==> config.mk <==
export PLATFORM = sky130hd
export DESIGN_NAME = fuse_word_reader
export DESIGN_NICKNAME = d
export VERILOG_FILES = /design/src/rtl/fuse_word_reader.sv
export SDC_FILE = /design/constraint.sdc
export NUM_CORES = 1
export LEC_CHECK = 0
export CAP_MARGIN = 20
export CORE_ASPECT_RATIO = 2
export CORE_UTILIZATION = 49
export CTS_BUF_LIST = sky130_fd_sc_hd__clkbuf_2
export CTS_CLUSTER_DIAMETER = 80
export DETAILED_ROUTE_END_ITERATION = 10
export DONT_BUFFER_PORTS = 1
export SYNTH_ARGS = -nofsm -noshare
export SYNTH_HDL_FRONTEND = slang
export SYNTH_SLANG_ARGS = --single-unit
==> constraint.sdc <==
create_clock -name clk -period 5 [get_ports clk]
set_input_delay 1.25 -clock clk [delete_from_list [all_inputs] [get_ports clk]]
set_output_delay 1.25 -clock clk [all_outputs]
set_load 0.01 [all_outputs]
==> src/rtl/fuse_word_reader.sv <==
module fuse_word_reader #(
  parameter int CYC_PER_US = 100,
  parameter int ADDR_W     = 10,
  parameter int LEN_W      = 12,
  localparam int OFS_W     = ADDR_W + 2,
  localparam int CNT_W     = $clog2(CYC_PER_US + 1)
) (
  input  logic             clk,
  input  logic             rst_n,
  input  logic             req_valid,
  input  logic [OFS_W-1:0] req_offset,
  input  logic [LEN_W-1:0] req_len,
  output logic             busy,
  output logic             done,
  output logic             byte_valid,
  output logic [7:0]       byte_data,
  output logic [31:0]      fuse_ctrl,
  input  logic [31:0]      fuse_dout
);

  localparam logic [31:0] CTRL_STANDBY = 32'h0000_0021;
  localparam logic [31:0] CTRL_READ    = 32'h0000_028C;
  localparam logic [31:0] STROBE_BIT   = 32'h0000_0002;
  localparam logic [CNT_W-1:0] WAIT_LAST = CNT_W'(CYC_PER_US - 1);

  typedef enum logic [2:0] {S_IDLE, S_SETUP, S_STROBE, S_EMIT, S_LOW} st_t;

  st_t              state;
  logic [CNT_W-1:0] cnt;
  logic [ADDR_W-1:0] waddr;
  logic [1:0]       sel;
  logic [LEN_W-1:0] remain;
  logic [31:0]      hold;

  function automatic logic [31:0] addr_field(input logic [ADDR_W-1:0] a);
    logic [31:0] f;
    f = '0;
    f[16 +: ADDR_W] = a;
    return f;
  endfunction

  assign busy       = (state != S_IDLE);
  assign byte_valid = (state == S_EMIT);
  assign byte_data  = hold[{sel, 3'b000} +: 8];

  always_ff @(posedge clk or negedge rst_n) begin
    if (!rst_n) begin
      state     <= S_IDLE;
      fuse_ctrl <= CTRL_STANDBY;
      done      <= 1'b0;
      cnt       <= '0;
      waddr     <= '0;
      sel       <= '0;
      remain    <= '0;
      hold      <= '0;
    end else begin
      done <= 1'b0;
      case (state)
        S_IDLE: begin
          if (req_valid) begin
            if (req_len == '0) begin
              done <= 1'b1;
            end else begin
              state     <= S_SETUP;
              fuse_ctrl <= CTRL_READ;
              cnt       <= WAIT_LAST;
              waddr     <= req_offset[OFS_W-1:2];
              sel       <= req_offset[1:0];
              remain    <= req_len;
            end
          end
        end
        S_SETUP: begin
          if (cnt == '0) begin
            state     <= S_STROBE;
            fuse_ctrl <= CTRL_READ | STROBE_BIT | addr_field(waddr);
            cnt       <= WAIT_LAST;
          end else begin
            cnt <= cnt - 1'b1;
          end
        end
        S_STROBE: begin
          if (cnt == '0) begin
            hold      <= fuse_dout;
            fuse_ctrl <= fuse_ctrl & ~STROBE_BIT;
            state     <= S_EMIT;
          end else begin
            cnt <= cnt - 1'b1;
          end
        end
        S_EMIT: begin
          remain <= remain - 1'b1;
          sel    <= sel + 1'b1;
          if (remain == LEN_W'(1) || sel == 2'd3) begin
            state <= S_LOW;
            cnt   <= WAIT_LAST;
            waddr <= waddr + 1'b1;
          end
        end
        S_LOW: begin
          if (cnt == '0) begin
            if (remain == '0) begin
              state     <= S_IDLE;
              fuse_ctrl <= CTRL_STANDBY;
              done      <= 1'b1;
            end else begin
              state     <= S_STROBE;
              fuse_ctrl <= CTRL_READ | STROBE_BIT | addr_field(waddr);
              cnt       <= WAIT_LAST;
            end
          end else begin
            cnt <= cnt - 1'b1;
          end
        end
        default: state <= S_IDLE;
      endcase
    end
  end

endmodule

==> results.cfg, run 1 <==
[run_status]
outcome = complete, no violations

[drt]
final_antenna_net_count = 0
first_iter_violations = 158
drc = 0
drtPass1Iterations = 5
drt_wl_total_um = 9640
routedWlPerCell_um = 19.2
vias = 3123
vias_per_cell = 6.21

[synthesis]
yosysTopAreaCell = dfrtp_1
synthAdderAreaFrac_pct = 2.01
synth_compound_area_share_pct = 18.2
synth_area_leaders = dfrtp_1 46%, mux2_2 9.2%, o21ai_0 4.2%, mux4_2 4.2%, buf_4 3.3%
synth-edff-count = 0
synth_top_family_by_area = compound AO/OA/AOI/OAI gates
synth-simple-area-share_pct = 12.7
synthXorXnorAreaFrac_pct = 0.204
synth_seq_cells = 80
yosysWarningCount = 0
syn_area_um2 = 4290
synthMuxAreaShare_pct = 14.0
synth_top_area_share_pct = 46.0
ys_dominant_reg_cell = dfrtp_1
yosysSeqAreaShare_pct = 46.6
async_reset_ff_share_pct = 100
synth_cell_type_count = 61
syn_inst = 405
syn-mean-instance-area_um2 = 10.6

[sta]
period_share_pct = 73.2
slew_headroom_pct = 38.8
finalSetupViolCount = 0
worst_slew_pin_slew_ns = 0.911
rsz0062_at_grt = false
hold_viol_final = 0
max_freq_mhz = 273
skew_ns = 0.0362
fin_crit_ns = 3.66
setup_tns_ns = 0
drv_slew = 0

[floorplanning]
core.rowCount = 48
die_area_um2 = 9160
io_pins = 102
initial_core_util_pct = 50.0
die_h_um = 134
die_w_um = 68.2
core_area_um2 = 8590

[critical_path]
crit_fanout = 48
critPathKind = reg2out
end_kind = primary output
arrival_ns = 2.41
crit_chain = nand3b_1 > buf_4 > clkinv_1
worst_path_largest_cell_delay_ns = 0.66
start_kind = flip-flop
required_ns = 3.75
cp_slowest_cell = dfrtp_1

[global_routing]
grt_usage_pct = 22.5
overflow = 0
grt_pass1_wl_um = 15100
grt_busiest_layer = met2
use_met2_pct = 40.7
antenna_found_initial = 1
met1_usage_pct = 23.0
grt_use_met3_pct = 5.44
grt_pass1_vias = 3160
grt_max_degree = 81

[placed_design]
place_area_um2 = 4270
place.gp.congestion = 0.854
port_buffers = 0
place_hpwl_um = 7100

[finish]
area_growth_pct = 2.01
fill_cells = 805
multiInputGateArea_um2 = 2080
drive_gt1_share_pct = 19.2
layout_common_cells = 79 x dfrtp_1, 36 x o21ai_0, 35 x mux2_2
regArea_um2 = 2000
fin_util_pct = 51.0
fin_nets = 462
postLayoutCellArea_um2 = 4380
final_common_cell = dfrtp_1

[power_and_ir_drop]
cellPowerDensity_nw_per_um2 = 229
p_leak_nw = 1.88
irDropWorstVdd_v = 0.000139

[cts]
ctsLongestPathBuffers = 2
clkLatencyLatePin_ns = 0.55
cts.reportedPaths.clkPinSlew_ns = 0.24
cts_root_buf = clkbuf_2
clock-sinks = 80
post_cts_buffers = 0
cts_made_buffers = 9
cts_htree_levels = 3
cts_hold_repair.buffers = 0
cts_tree = built
cts_resized = 0

[worst_hold_path]
hp-class = in2async

[run]
drv_cap = 0
==> through the flow <==
step | setup slack, ns | instances | power (mW) | hold WS, ns
2_1_floorplan | 2.31 | 419 | 0.714 | 0.474
3_3_place_gp | 1.95 | 484 | 0.710 | 0.483
3_5_place_dp | 1.90 | 484 | 0.711 | 0.489
4_1_cts | 1.31 | 500 | 1.02 | 0.299
5_1_grt | 1.12 | 503 | 1.04 | 0.292
6_report | 1.34 | 503 | 1.00 | 0.353
==> cell type report <==
class | instances | share of cell area (%)
Antenna cell | 1 | 0.0571
Clock buffer | 10 | 1.14
Clock inverter | 6 | 1.00
Inverter | 11 | 0.943
Multi-Input combinational cell | 290 | 47.5
Sequential cell | 80 | 45.7
Tap cell | 100 | 2.86
Timing Repair Buffer | 5 | 0.800
==> cells by family after synthesis <==
logic type / count (synthesis)
flops: 80
buf+inv: 49
fa+ha+maj: 7
simple gates: 102
xor+xnor: 1
compound gates: 120
mux: 45
other cells: 1
==> cell usage after synthesis, drive strengths merged (2+ instances only) <==
cell type	count
o211ai	4
o21ai	36
a211oi	3
a21o	2
nor2	25
or4	4
a31oi	8
buf	27
nand2	19
nand3	8
a2bb2oi	5
nor3b	5
nor4	9
mux4	8
clkbuf	11
a22o	11
a32oi	3
o22ai	3
dfrtp	79
a211o	2
or3	2
mux2	36
nor2b	6
nor3	19
a21oi	27
clkinv	2
a22oi	4
inv	9
ha	6
==> power by group <==
group | switching [mW] | total, mW | internal (mW)
Clock | 0.236 | 0.305 | 0.0687
Sequential | 0.00560 | 0.667 | 0.661
Combinational | 0.0156 | 0.0330 | 0.0174
Total | 0.257 | 1.00 | 0.747
==> worst max-delay path, delay by kind of cell, from the launching register on <==
kind                   cells  cell delay, ns
and+or+nand+nor            1            0.17
DFF                        1            0.66
buffers and inverters      2            1.02
==> state kept, by name, summed over array words and instances (netlist names) <==
register	cells
cnt	7
done	1
fuse_ctrl	13
hold	32
remain	12
sel	2
state	3
waddr	10
==> path summary, 6_finish.rpt <==
path / from / endpoint / slack [ns] / cells after the start
setup / recovery: state[2] / byte_valid / 1.34 / 3
hold / removal: rst_n / hold[20] / 0.35 / 0
setup reg to reg: state[2] / remain[0] / 1.82 / 7
hold reg to reg: hold[21] / hold[21] / 0.53 / 1
max in group asynchronous: rst_n / fuse_ctrl[5] / 4.41 / 0
min in group clk: hold[21] / hold[21] / 0.53 / 1
==> metal layers <==
| layer | up-vias | part of all wire [%] |
|---|---|---|
| met5 | - | 0 |
| met4 | 0 | 2.6 |
| met3 | 21 | 5.0 |
| met2 | 95 | 56 |
| met1 | 1541 | 36 |
| li1 | 1466 | - |
No activity file was read; power rests on OpenSTA's default activity.
==> run 2, diff against run 1 <==
- clock period: 5 -> 3.4 ns (I/O delays scaled with it)
==> run 2 against run 1 <==
Net effect: sequential share of layout area is 0.67 points lower; utilization up 0.76 points; setup slack worse by 0.81 ns; clock skew fell by 0.00073 ns; sequential power is 47% higher; combinational power increased by 110%; via count is 1.4% higher; largest power group unchanged; routed wire length rose by 1.6%; clock power up 67%; cell count rose by 0.60%; first-iteration DRC count fell by 20%; critical endpoint is now byte_data[6]; global-route usage grew 0.093 points.
==> results.cfg, run 2 (synthesized netlist as in run 1, its figures left out) <==
[run_status]
outcome = complete, no violations

[critical_path]
crit_buf_inv = 0
crit_chain = mux4_2
arrival_ns = 2.02
required_ns = 2.55
critPathKind = reg2out
crit_fanout = 11
start_kind = flip-flop
end_kind = primary output
worst_path_largest_cell_delay_ns = 0.84
cp_slowest_cell = dfrtp_1
cp_top_family = flip-flops

[power_and_ir_drop]
cellPowerDensity_nw_per_um2 = 350
p_leak_nw = 1.92
irDropWorstVdd_v = 0.000245
totalPowerFinal_mw = 1.56

[placed_design]
placed_cells = 487
place_area_um2 = 4290
port_buffers = 0
dp_slack_ns = 0.685
place.gp.congestion = 0.872
place_hpwl_um = 7230

[sta]
setup_slack_ns = 0.531
setup_tns_ns = 0
max_freq_mhz = 349
fin_crit_ns = 2.87
whs_ns = 0.125
slew_headroom_pct = 38.1
finalSetupViolCount = 0
hold_viol_final = 0
drv_slew = 0
rsz0062_at_grt = false
worst_slew_pin_slew_ns = 0.924
period_share_pct = 84.4
skew_ns = 0.0354

[drt]
final_antenna_net_count = 0
vias = 3167
drt_wl_total_um = 9790
drtPass1Iterations = 4
routedWlPerCell_um = 19.4
vias_per_cell = 6.26
drc = 0
first_iter_violations = 126

[cts]
cts_tree = built
cts.reportedPaths.clkPinSlew_ns = 0.21
post_cts_buffers = 0
cts_made_buffers = 9
ctsLongestPathBuffers = 2
clock-sinks = 80
cts_htree_levels = 3
clkLatencyLatePin_ns = 0.55
cts_root_buf = clkbuf_2

[global_routing]
grt_max_degree = 80
antenna_found_initial = 1
grt_busiest_layer = met2
overflow = 0
grt_pass1_vias = 3117
grt_pass1_wl_um = 15200
grt_usage_pct = 22.6
use_met2_pct = 39.5
grt_use_met3_pct = 6.04
met1_usage_pct = 23.4

[finish]
postLayoutCellArea_um2 = 4450
fin_cells = 506
drive_gt1_share_pct = 19.8
area_growth_pct = 3.53
fin_util_pct = 51.8
largest_register = hold
fill_cells = 807
largest_reg_flops = 32
largestRegisters = hold: 32 flops, fuse_ctrl: 13 flops, remain: 12 flops
fin_nets = 465
final_common_cell = dfrtp_1
layout_common_cells = 79 x dfrtp_1, 36 x o21ai_0, 35 x mux2_2

[floorplanning]
initial_core_util_pct = 50.0
io_pins = 102
die_area_um2 = 9160
die_h_um = 134
core.rowCount = 48
die_w_um = 68.2
core_area_um2 = 8590

[run]
drv_cap = 0

[worst_hold_path]
hp-class = in2async
-- run 2: cell types whose count changed in the layout (fill, tap and decap cells not counted) --
cell,before,now
clkinv_2,0,2
bufinv_16,0,1
buf_2,1,0
clkbuf_2,10,9
buf_4,3,6
clkinvlp_4,3,1
buf_16,0,1
-- run 2: area by class of cell --
type                       count  area [um^2]  area share [%]
antenna                        1         2.50          0.0563
clock buffer                   9         45.0            1.01
clock inverter                 7         68.8            1.55
inverter                      11         41.3           0.929
multi-input combinational    290         2080            46.8
sequential                    80         2000            45.1
tap                          100          125            2.81
timing repair buffer           8         80.1            1.80
-- run 2: final timing paths --
path	startpoint	to	slack [ns]	depth (start not counted)
worst min register to register	hold[17]	hold[17]	0.53	1
max in group asynchronous	rst_n	hold[29]	2.93	1
worst max-delay path	sel[0]	byte_data[6]	0.53	1
worst max register to register	state[2]	waddr[4]	0.71	5
min in group clk	fuse_dout[14]	hold[14]	0.42	1
worst min-delay path	rst_n	fuse_ctrl[5]	0.12	0
-- run 2: power breakdown --
part | leakage [nW] | total (mW) | switching [mW] | internal (mW)
combinational | 0.866 | 0.0686 | 0.0396 | 0.0290
clock | 0.0701 | 0.509 | 0.339 | 0.170
sequential | 0.988 | 0.980 | 0.00835 | 0.972
-- run 2: layer usage --
| layer | share of wire, % | wire, um | up-vias |
|---|---|---|---|
| li1 | - | - | 1478 |
| met4 | 3.4 | 329 | 0 |
| met1 | 36 | 3480 | 1557 |
| met2 | 55 | 5420 | 107 |
| met3 | 5.8 | 567 | 25 |
| met5 | 0 | 0 | - |
-- run 2: timing repair --
| action | in CTS | in global routing |
|---|---|---|
| hold endpoints to repair | 79 | 0 |
| resized for setup | 0 | 0 |
| hold buffers | 1 | 0 |
| setup endpoints to repair | 0 | 0 |
